## src/rtl/conv_grid_pkg.sv

```systemverilog
// Shared types of the convergence correction sequencer.
// Assumes two correction channels, X then Y, in the nonvolatile store.
package conv_grid_pkg;

    // Number of correction channels (X and Y)
    localparam int CHANNELS = 2;

    // Channel selector for cell RAM writes
    typedef enum logic {
        CH_X = 1'b0,
        CH_Y = 1'b1
    } chan_e;

    // Boot loader progress
    typedef enum logic [1:0] {
        LD_IDLE  = 2'd0,
        LD_FETCH = 2'd1,
        LD_DONE  = 2'd2
    } load_state_e;

endpackage

```

## src/rtl/conv_nv_loader.sv

```systemverilog
// Copies all correction bytes from the nonvolatile store into the cell RAM
// after reset. Bytes 0..CELLS-1 are X words, CELLS..2*CELLS-1 are Y words.
// Assumes the store answers each request with a one-cycle acknowledge
// carrying the byte; request and address stay put until then.
module conv_nv_loader
    import conv_grid_pkg::*;
#(
    parameter int CELLS  = 165,
    parameter int WORD_W = 8,
    parameter int NV_AW  = $clog2(2 * CELLS),
    localparam int CELL_W = $clog2(CELLS)
) (
    input  logic              clk,
    input  logic              rst_n,
    output logic              nv_req_o,
    output logic [NV_AW-1:0]  nv_addr_o,
    input  logic              nv_ack_i,
    input  logic [WORD_W-1:0] nv_data_i,
    output logic              loading_o,
    output logic              wr_en_o,
    output chan_e             wr_ch_o,
    output logic [CELL_W-1:0] wr_cell_o,
    output logic [WORD_W-1:0] wr_data_o
);

    localparam logic [NV_AW-1:0] LAST_ADDR  = NV_AW'(2 * CELLS - 1);
    localparam logic [NV_AW-1:0] CELLS_ADDR = NV_AW'(CELLS);

    load_state_e      state_q;
    logic [NV_AW-1:0] idx_q;
    logic [NV_AW-1:0] cell_wide;

    // Sequence the load: idle one cycle after reset, fetch all bytes, done
    always_ff @(posedge clk) begin
        if (!rst_n) begin
            state_q <= LD_IDLE;
            idx_q   <= '0;
        end else begin
            case (state_q)
                LD_IDLE:  state_q <= LD_FETCH;
                LD_FETCH: begin
                    if (nv_ack_i) begin
                        if (idx_q == LAST_ADDR) begin
                            state_q <= LD_DONE;
                        end else begin
                            idx_q <= idx_q + 1'b1;
                        end
                    end
                end
                default:  state_q <= LD_DONE;
            endcase
        end
    end

    // Split the store address into channel and cell index
    always_comb begin
        if (idx_q >= CELLS_ADDR) begin
            wr_ch_o   = CH_Y;
            cell_wide = idx_q - CELLS_ADDR;
        end else begin
            wr_ch_o   = CH_X;
            cell_wide = idx_q;
        end
    end

    assign wr_cell_o = CELL_W'(cell_wide);
    assign wr_data_o = nv_data_i;
    assign wr_en_o   = (state_q == LD_FETCH) && nv_ack_i;
    assign nv_req_o  = (state_q == LD_FETCH);
    assign nv_addr_o = idx_q;
    assign loading_o = (state_q != LD_DONE);

endmodule

```

## src/rtl/conv_raster_track.sv

```systemverilog
// Follows the raster and reports the grid cell under the beam.
// Column: cleared on an hsync rising edge, then stepped every COL_CYCLES
// clocks, holding at the last column. Row: stepped every ROW_LINES hsync
// edges, holding at the last row, cleared on a vsync rising edge.
// Assumes sync inputs are already synchronous to clk.
module conv_raster_track #(
    parameter int ROWS       = 11,
    parameter int COLS       = 15,
    parameter int COL_CYCLES = 64,
    parameter int ROW_LINES  = 24,
    localparam int ROW_W = $clog2(ROWS),
    localparam int COL_W = $clog2(COLS)
) (
    input  logic             clk,
    input  logic             rst_n,
    input  logic             hsync_i,
    input  logic             vsync_i,
    output logic [ROW_W-1:0] row_o,
    output logic [COL_W-1:0] col_o
);

    localparam int CC_W = (COL_CYCLES > 1) ? $clog2(COL_CYCLES) : 1;
    localparam int LN_W = (ROW_LINES > 1) ? $clog2(ROW_LINES) : 1;
    localparam logic [CC_W-1:0]  CC_LAST  = CC_W'(COL_CYCLES - 1);
    localparam logic [LN_W-1:0]  LN_LAST  = LN_W'(ROW_LINES - 1);
    localparam logic [COL_W-1:0] COL_LAST = COL_W'(COLS - 1);
    localparam logic [ROW_W-1:0] ROW_LAST = ROW_W'(ROWS - 1);

    logic            hs_q, vs_q;
    logic            hs_edge, vs_edge;
    logic [CC_W-1:0] cyc_q;
    logic [LN_W-1:0] line_q;

    // Remember last sync levels for edge detection
    always_ff @(posedge clk) begin
        if (!rst_n) begin
            hs_q <= 1'b0;
            vs_q <= 1'b0;
        end else begin
            hs_q <= hsync_i;
            vs_q <= vsync_i;
        end
    end

    assign hs_edge = hsync_i && !hs_q;
    assign vs_edge = vsync_i && !vs_q;

    // Step the column across the line
    always_ff @(posedge clk) begin
        if (!rst_n) begin
            cyc_q <= '0;
            col_o <= '0;
        end else if (hs_edge || vs_edge) begin
            cyc_q <= '0;
            col_o <= '0;
        end else if (cyc_q == CC_LAST) begin
            cyc_q <= '0;
            if (col_o != COL_LAST) begin
                col_o <= col_o + 1'b1;
            end
        end else begin
            cyc_q <= cyc_q + 1'b1;
        end
    end

    // Step the row down the field
    always_ff @(posedge clk) begin
        if (!rst_n) begin
            line_q <= '0;
            row_o  <= '0;
        end else if (vs_edge) begin
            line_q <= '0;
            row_o  <= '0;
        end else if (hs_edge) begin
            if (line_q == LN_LAST) begin
                line_q <= '0;
                if (row_o != ROW_LAST) begin
                    row_o <= row_o + 1'b1;
                end
            end else begin
                line_q <= line_q + 1'b1;
            end
        end
    end

endmodule

```

## src/rtl/conv_cell_ram.sv

```systemverilog
// Per-channel correction word storage, one word per grid cell.
// One write port shared by the channels, and a read port per channel
// with combinational read. Contents are undefined until loaded.
module conv_cell_ram
    import conv_grid_pkg::*;
#(
    parameter int CELLS  = 165,
    parameter int WORD_W = 8,
    localparam int CELL_W = $clog2(CELLS)
) (
    input  logic              clk,
    input  logic              wr_en_i,
    input  chan_e             wr_ch_i,
    input  logic [CELL_W-1:0] wr_cell_i,
    input  logic [WORD_W-1:0] wr_data_i,
    input  logic [CELL_W-1:0] rd_cell_i,
    output logic [WORD_W-1:0] rd_x_o,
    output logic [WORD_W-1:0] rd_y_o
);

    logic [WORD_W-1:0] rd_word [CHANNELS];

    for (genvar ch = 0; ch < CHANNELS; ch++) begin : g_chan
        logic [WORD_W-1:0] mem [CELLS];

        // Store a loaded word into this channel's array
        always_ff @(posedge clk) begin
            if (wr_en_i && (wr_ch_i == chan_e'(ch))) begin
                mem[wr_cell_i] <= wr_data_i;
            end
        end

        assign rd_word[ch] = mem[rd_cell_i];
    end

    assign rd_x_o = rd_word[CH_X];
    assign rd_y_o = rd_word[CH_Y];

endmodule

```

## src/rtl/conv_grid_seq.sv

```systemverilog
// Top of the convergence correction sequencer. Loads the cell table from
// the nonvolatile store, then presents the current cell's X and Y words to
// the ladder DACs, forced to zero with mute high during load or degauss.
// Assumes COL_CYCLES*COLS fits in one line and sync inputs are synchronous.
module conv_grid_seq
    import conv_grid_pkg::*;
#(
    parameter int ROWS       = 11,
    parameter int COLS       = 15,
    parameter int WORD_W     = 8,
    parameter int COL_CYCLES = 64,
    parameter int ROW_LINES  = 24,
    localparam int CELLS  = ROWS * COLS,
    localparam int NV_AW  = $clog2(2 * CELLS)
) (
    input  logic              clk,
    input  logic              rst_n,
    input  logic              hsync_i,
    input  logic              vsync_i,
    input  logic              degauss_i,
    output logic              nv_req_o,
    output logic [NV_AW-1:0]  nv_addr_o,
    input  logic              nv_ack_i,
    input  logic [WORD_W-1:0] nv_data_i,
    output logic [WORD_W-1:0] dac_x_o,
    output logic [WORD_W-1:0] dac_y_o,
    output logic              mute_o
);

    localparam int CELL_W = $clog2(CELLS);
    localparam int ROW_W  = $clog2(ROWS);
    localparam int COL_W  = $clog2(COLS);

    logic              loading;
    logic              wr_en;
    chan_e             wr_ch;
    logic [CELL_W-1:0] wr_cell;
    logic [WORD_W-1:0] wr_data;
    logic [ROW_W-1:0]  cur_row;
    logic [COL_W-1:0]  cur_col;
    logic [CELL_W-1:0] rd_cell;
    logic [WORD_W-1:0] rd_x, rd_y;
    logic              quiet;

    conv_nv_loader #(
        .CELLS  (CELLS),
        .WORD_W (WORD_W),
        .NV_AW  (NV_AW)
    ) u_loader (
        .clk       (clk),
        .rst_n     (rst_n),
        .nv_req_o  (nv_req_o),
        .nv_addr_o (nv_addr_o),
        .nv_ack_i  (nv_ack_i),
        .nv_data_i (nv_data_i),
        .loading_o (loading),
        .wr_en_o   (wr_en),
        .wr_ch_o   (wr_ch),
        .wr_cell_o (wr_cell),
        .wr_data_o (wr_data)
    );

    conv_raster_track #(
        .ROWS       (ROWS),
        .COLS       (COLS),
        .COL_CYCLES (COL_CYCLES),
        .ROW_LINES  (ROW_LINES)
    ) u_track (
        .clk     (clk),
        .rst_n   (rst_n),
        .hsync_i (hsync_i),
        .vsync_i (vsync_i),
        .row_o   (cur_row),
        .col_o   (cur_col)
    );

    assign rd_cell = CELL_W'(cur_row) * CELL_W'(COLS) + CELL_W'(cur_col);

    conv_cell_ram #(
        .CELLS  (CELLS),
        .WORD_W (WORD_W)
    ) u_ram (
        .clk       (clk),
        .wr_en_i   (wr_en),
        .wr_ch_i   (wr_ch),
        .wr_cell_i (wr_cell),
        .wr_data_i (wr_data),
        .rd_cell_i (rd_cell),
        .rd_x_o    (rd_x),
        .rd_y_o    (rd_y)
    );

    assign quiet = loading || degauss_i;

    // Register DAC words and mute, zeroing the words while quiet
    always_ff @(posedge clk) begin
        if (!rst_n) begin
            mute_o  <= 1'b1;
            dac_x_o <= '0;
            dac_y_o <= '0;
        end else begin
            mute_o  <= quiet;
            dac_x_o <= quiet ? '0 : rd_x;
            dac_y_o <= quiet ? '0 : rd_y;
        end
    end

endmodule

```

## config.mk

```make
export PLATFORM = sky130hd
export DESIGN_NAME = conv_grid_seq
export DESIGN_NICKNAME = d
export VERILOG_FILES = /design/src/rtl/conv_grid_pkg.sv /design/src/rtl/conv_nv_loader.sv /design/src/rtl/conv_raster_track.sv /design/src/rtl/conv_cell_ram.sv /design/src/rtl/conv_grid_seq.sv
export SDC_FILE = /design/constraint.sdc
export NUM_CORES = 2
export LEC_CHECK = 0
export BUFFER_PORTS_ARGS = -buffer_cell sky130_fd_sc_hd__buf_4
export CAP_MARGIN = 25
export CORE_MARGIN = 10
export CORE_UTILIZATION = 43
export CTS_BUF_LIST = sky130_fd_sc_hd__clkbuf_8
export DETAILED_ROUTE_END_ITERATION = 7
export PLACE_DENSITY = 0.69
export RECOVER_POWER = 50
export SYNTH_ARGS = -nofsm -noshare
export SYNTH_HDL_FRONTEND = slang
export SYNTH_SLANG_ARGS = --single-unit
```

## constraint.sdc

```tcl
create_clock -name clk -period 5.05 [get_ports clk]
set_input_delay 0.7575 -clock clk [delete_from_list [all_inputs] [get_ports clk]]
set_output_delay 0.7575 -clock clk [all_outputs]
set_load 0.02 [all_outputs]
```

==> results by group <==
Status
  – Status: complete, but fails checks
  – Failing checks: max-capacitance violations, max-slew violations

Synthesis
  – FFs w/ async S/R, synth: 0%
  – Syn. warnings: 0
  – EDFF count, synth: 2640
  – Register area share after synthesis: about three quarters
  – Avg Inst Size Synth: approximately 21 µm²
  – Distinct cells, synth: 73
  – Mapped Cells: between 4000 and 5000
  – Syn nets: roughly 5000
  – Mapped Area: approximately 110000 µm²
  – Synth Flop Type: edfxtp_1
  – FF+latch count, synth: approximately 2700

Placed design
  – Area after DPL: about 110000 µm²
  – Hpwl dp: roughly 170000 µm
  – Port Buffers: 40
  – Placer congestion estimate: about 0.85

STA
  – Final setup violation count: 0
  – Slew @ Worst Pin: 5.42 ns
  – Max Slew Vio Count: between 2000 and 2500
  – Slew Limit Headroom: -262%
  – Worst Skew: just under 0.08 ns
  – FMAX: about 0.21 GHz
  – Final Hold Fails: 0
  – Setup_tns: 0 ns
  – Final Critical Period: 4.80 ns
  – Tcrit/Tclk final: a little over nine tenths

Critical path
  – Critical path cell sequence: inv_1, ha_1, nand4b_1, nor2_1, o31a_1, or2_1, o31ai_2, nand2_2, buf_4, nor2_1, buf_4
  – Startpoint class of the critical path: flop
  – Critical Path Sink Type: flop
  – Max Fanout on Critical Path: 12
  – Critical-path top delay cell: nand2_2
  – CP delay by family, top: simple AND/OR/NAND/NOR gates
  – Slowest Stage Delay on Critical Path: about 0.62 ns
  – Crit path DAT: between 5 and 6 ns
  – Crit path kind: flop to flop
  – Crit path required time: roughly 5.8 ns
  – WP buf/inv: 3

Floorplanning
  – Core Footprint: approximately 240000 µm²
  – Row count: around 180
  – # IOs: just over 40
  – Initial core utilization: between 40 and 50%
  – Die height: 515 µm
  – Die X: between 500 and 600 µm
  – Die area: ~260000 µm²

Global route
  – Met2 GRT Util: between 30% and 40%
  – Gr ovfl total: 0
  – Largest net degree at the start of global routing: between 150 and 200
  – GR Util met1: a little over a quarter
  – Initial antenna violation count: 3
  – GRT Max-Usage Layer: met2
  – Vias in the first global route: ~55000
  – Total GRT Usage: 19.8%
  – GRT met3 Usage: 4.39%
  – Global-route wire length before repair: 389000 µm

Hold path
  – Worst hold path type: flop to flop

Finish
  – Fin nets: roughly 5800
  – Design Area, Final: ~120000 µm²
  – Layout cells sized above 1: between 30% and 40%
  – Area grow syn2layout: 14.9%
  – Fillcell total: approximately 19000

Power
  – P per Cell Area: 347 nW/µm²
  – Lkg Pwr: 38.6 nW
  – Power, Total: 41.9 mW
  – Maximum vdd drop: around 0.24 mV

Clock tree
  – CTS buffer count: ~430
  – Reg clk slew, reported paths: roughly 0.06 ns
  – Clk root buf: clkbuf_8
  – CTS tree: done
  – H-tree depth: 5
  – Clock Path Buffers: 4
  – Clock latency at the later pin of the worst-skew pair: between 1 and 1.5 ns
  – Clock sink total: about 2700

Route
  – Detailed router's first-iteration violation count: ~6700
  – DR WL/cell: about 29 µm
  – Total Wirelength: around 270000 µm
  – Routed via count: roughly 54000
  – Router iterations before antenna repair: 5
  – Vias per Instance: around 5.8
  – ANT nets after route: 0
  – Drt drc: 0

Flow run
  – Number of max-cap violations: 19
==> worst reg2reg max path: stages (launching register included) <==
cell and delay [ns]:
dfxtp_1 0.55, inv_1 0.22, ha_1 0.25, nand4b_1 0.09
nor2_1 0.06, o31a_1 0.44, or2_1 0.49, o31ai_2 0.58
nand2_2 0.62, buf_4 0.42, nor2_1 0.50, buf_4 0.25
==> cell usage in the layout (no fill, tap or decap), drive strengths merged, types with 44 or more instances in the layout <==
cell / instances
a21oi: 44
buf: 605
nor2: 382
dfxtp: 49
nand3: 56
inv: 166
mux4: 734
mux2i: 101
nand2: 227
edfxtp: 2640
clkbuf: 464
o21ai: 56
clkinv: 155
==> stage by stage <==
stage,setup WS [ns],hold slack (ns),std cells,utilization (%)
5_1_grt,-0.00360,0.493,9242,49.7
3_3_place_gp,-0.269,0.431,8488,46.6
6_report,0.253,0.471,9244,49.7
3_5_place_dp,0.0810,0.462,8490,46.6
4_1_cts,0.0683,0.0916,9241,49.8
2_1_floorplan,0.617,0.418,4943,-
==> cells by family after synthesis <==
logic type / Yosys count / share of synthesized area, %
adder cells (fa/ha/maj): 33 / 0.442
multiplexers: 844 / 16.8
XOR/XNOR: 24 / 0.200
AO/OA/AOI/OAI: 264 / 1.76
AND/OR/NAND/NOR: 767 / 3.07
flip-flops: 2689 / 76.3
buffers and inverters: 322 / 1.50
==> repair_timing <==
| item | 4_1_cts | 5_1_grt |
|---|---|---|
| setup buffers | 0 | 0 |
| hold buffers | 7 | 0 |
| resized for setup | 0 | 3 |
| hold endpoints to repair | 13 | 0 |
| endpoints found under the setup margin | 0 | 1 |
==> cell usage after synthesis, types with 6 or more instances <==
| cell type | number | area, µm² |
|---|---|---|
| clkbuf_1 | 92 | 345 |
| buf_4 | 41 | 308 |
| ha_1 | 26 | 325 |
| a311oi_1 | 8 | 70.1 |
| a32oi_1 | 9 | 78.8 |
| nor2_1 | 382 | 1430 |
| a32o_1 | 7 | 70.1 |
| mux4_2 | 734 | 16500 |
| or3_1 | 7 | 43.8 |
| nand4_1 | 9 | 56.3 |
| buf_1 | 19 | 71.3 |
| mux2i_1 | 101 | 1010 |
| o21ai_0 | 44 | 220 |
| buf_2 | 132 | 661 |
| a221oi_1 | 17 | 149 |
| a22oi_1 | 12 | 90.1 |
| inv_1 | 30 | 113 |
| o22ai_1 | 10 | 62.6 |
| mux2_2 | 9 | 101 |
| a211o_1 | 6 | 52.6 |
| nor3_1 | 16 | 80.1 |
| a211oi_1 | 28 | 210 |
| o21ai_1 | 10 | 50.1 |
| nand2_1 | 227 | 852 |
| o211ai_1 | 12 | 90.1 |
| a21oi_1 | 44 | 220 |
| xnor2_1 | 20 | 175 |
| a31oi_1 | 16 | 100 |
| and2_1 | 15 | 93.8 |
| edfxtp_1 | 2640 | 79300 |
| dfxtp_1 | 49 | 981 |
| buf_6 | 7 | 78.8 |
| nor2b_1 | 13 | 81.3 |
| nand3_1 | 56 | 280 |
| fa_1 | 7 | 140 |
| and3_1 | 13 | 81.3 |
==> flip-flops by register name (all words and copies together), names as in the netlist <==
name                count
u_track.row_o           4
u_track.vs_q            1
u_loader.state_q        2
u_track.hs_q            1
u_track.line_q          5
u_loader.nv_addr_o      9
u_track.col_o           4
dac_x_o                 8
u_track.cyc_q           6
mute_o                  1
u_ram.g_chan.mem     2640
dac_y_o                 8
==> power breakdown <==
group / internal, mW / switching (mW) / leakage (nW) / total [mW]
clock: 8.60 / 8.28 / 4.36 / 16.9
sequential: 24.6 / 0.00701 / 24.1 / 24.6
combinational: 0.0477 / 0.461 / 10.1 / 0.509
total: 33.2 / 8.75 / 38.6 / 41.9
==> layout make-up <==
cell class / count / area, µm² / area share, %
Sequential cell: 2689 / 80300 / 66.4
Multi-Input combinational cell: 1932 / 23600 / 19.5
Clock buffer: 433 / 5960 / 4.93
Timing Repair Buffer: 643 / 5360 / 4.43
Tap cell: 3202 / 4010 / 3.31
Clock inverter: 311 / 1640 / 1.36
Inverter: 31 / 116 / 0.0962
Antenna cell: 3 / 7.51 / 0.00621
==> layer usage <==
layer | vias to the layer above | wire length [µm]
met5 | - | 0
met4 | 0 | 11300
met3 | 507 | 24500
met2 | 2778 | 129000
met1 | 28500 | 102000
li1 | 22100 | -
==> final timing paths <==
kind,cells after the start,slack (ns),from,to
max,11,0.25,u_loader.nv_addr_o[1],u_ram.g_chan[0].mem[103][1]
min,1,0.47,u_track.cyc_q[0],u_track.cyc_q[0]
max reg2reg,11,0.25,u_loader.nv_addr_o[1],u_ram.g_chan[0].mem[103][1]
min reg2reg,1,0.47,u_track.cyc_q[0],u_track.cyc_q[0]
(Power assumes the default switching activity.)
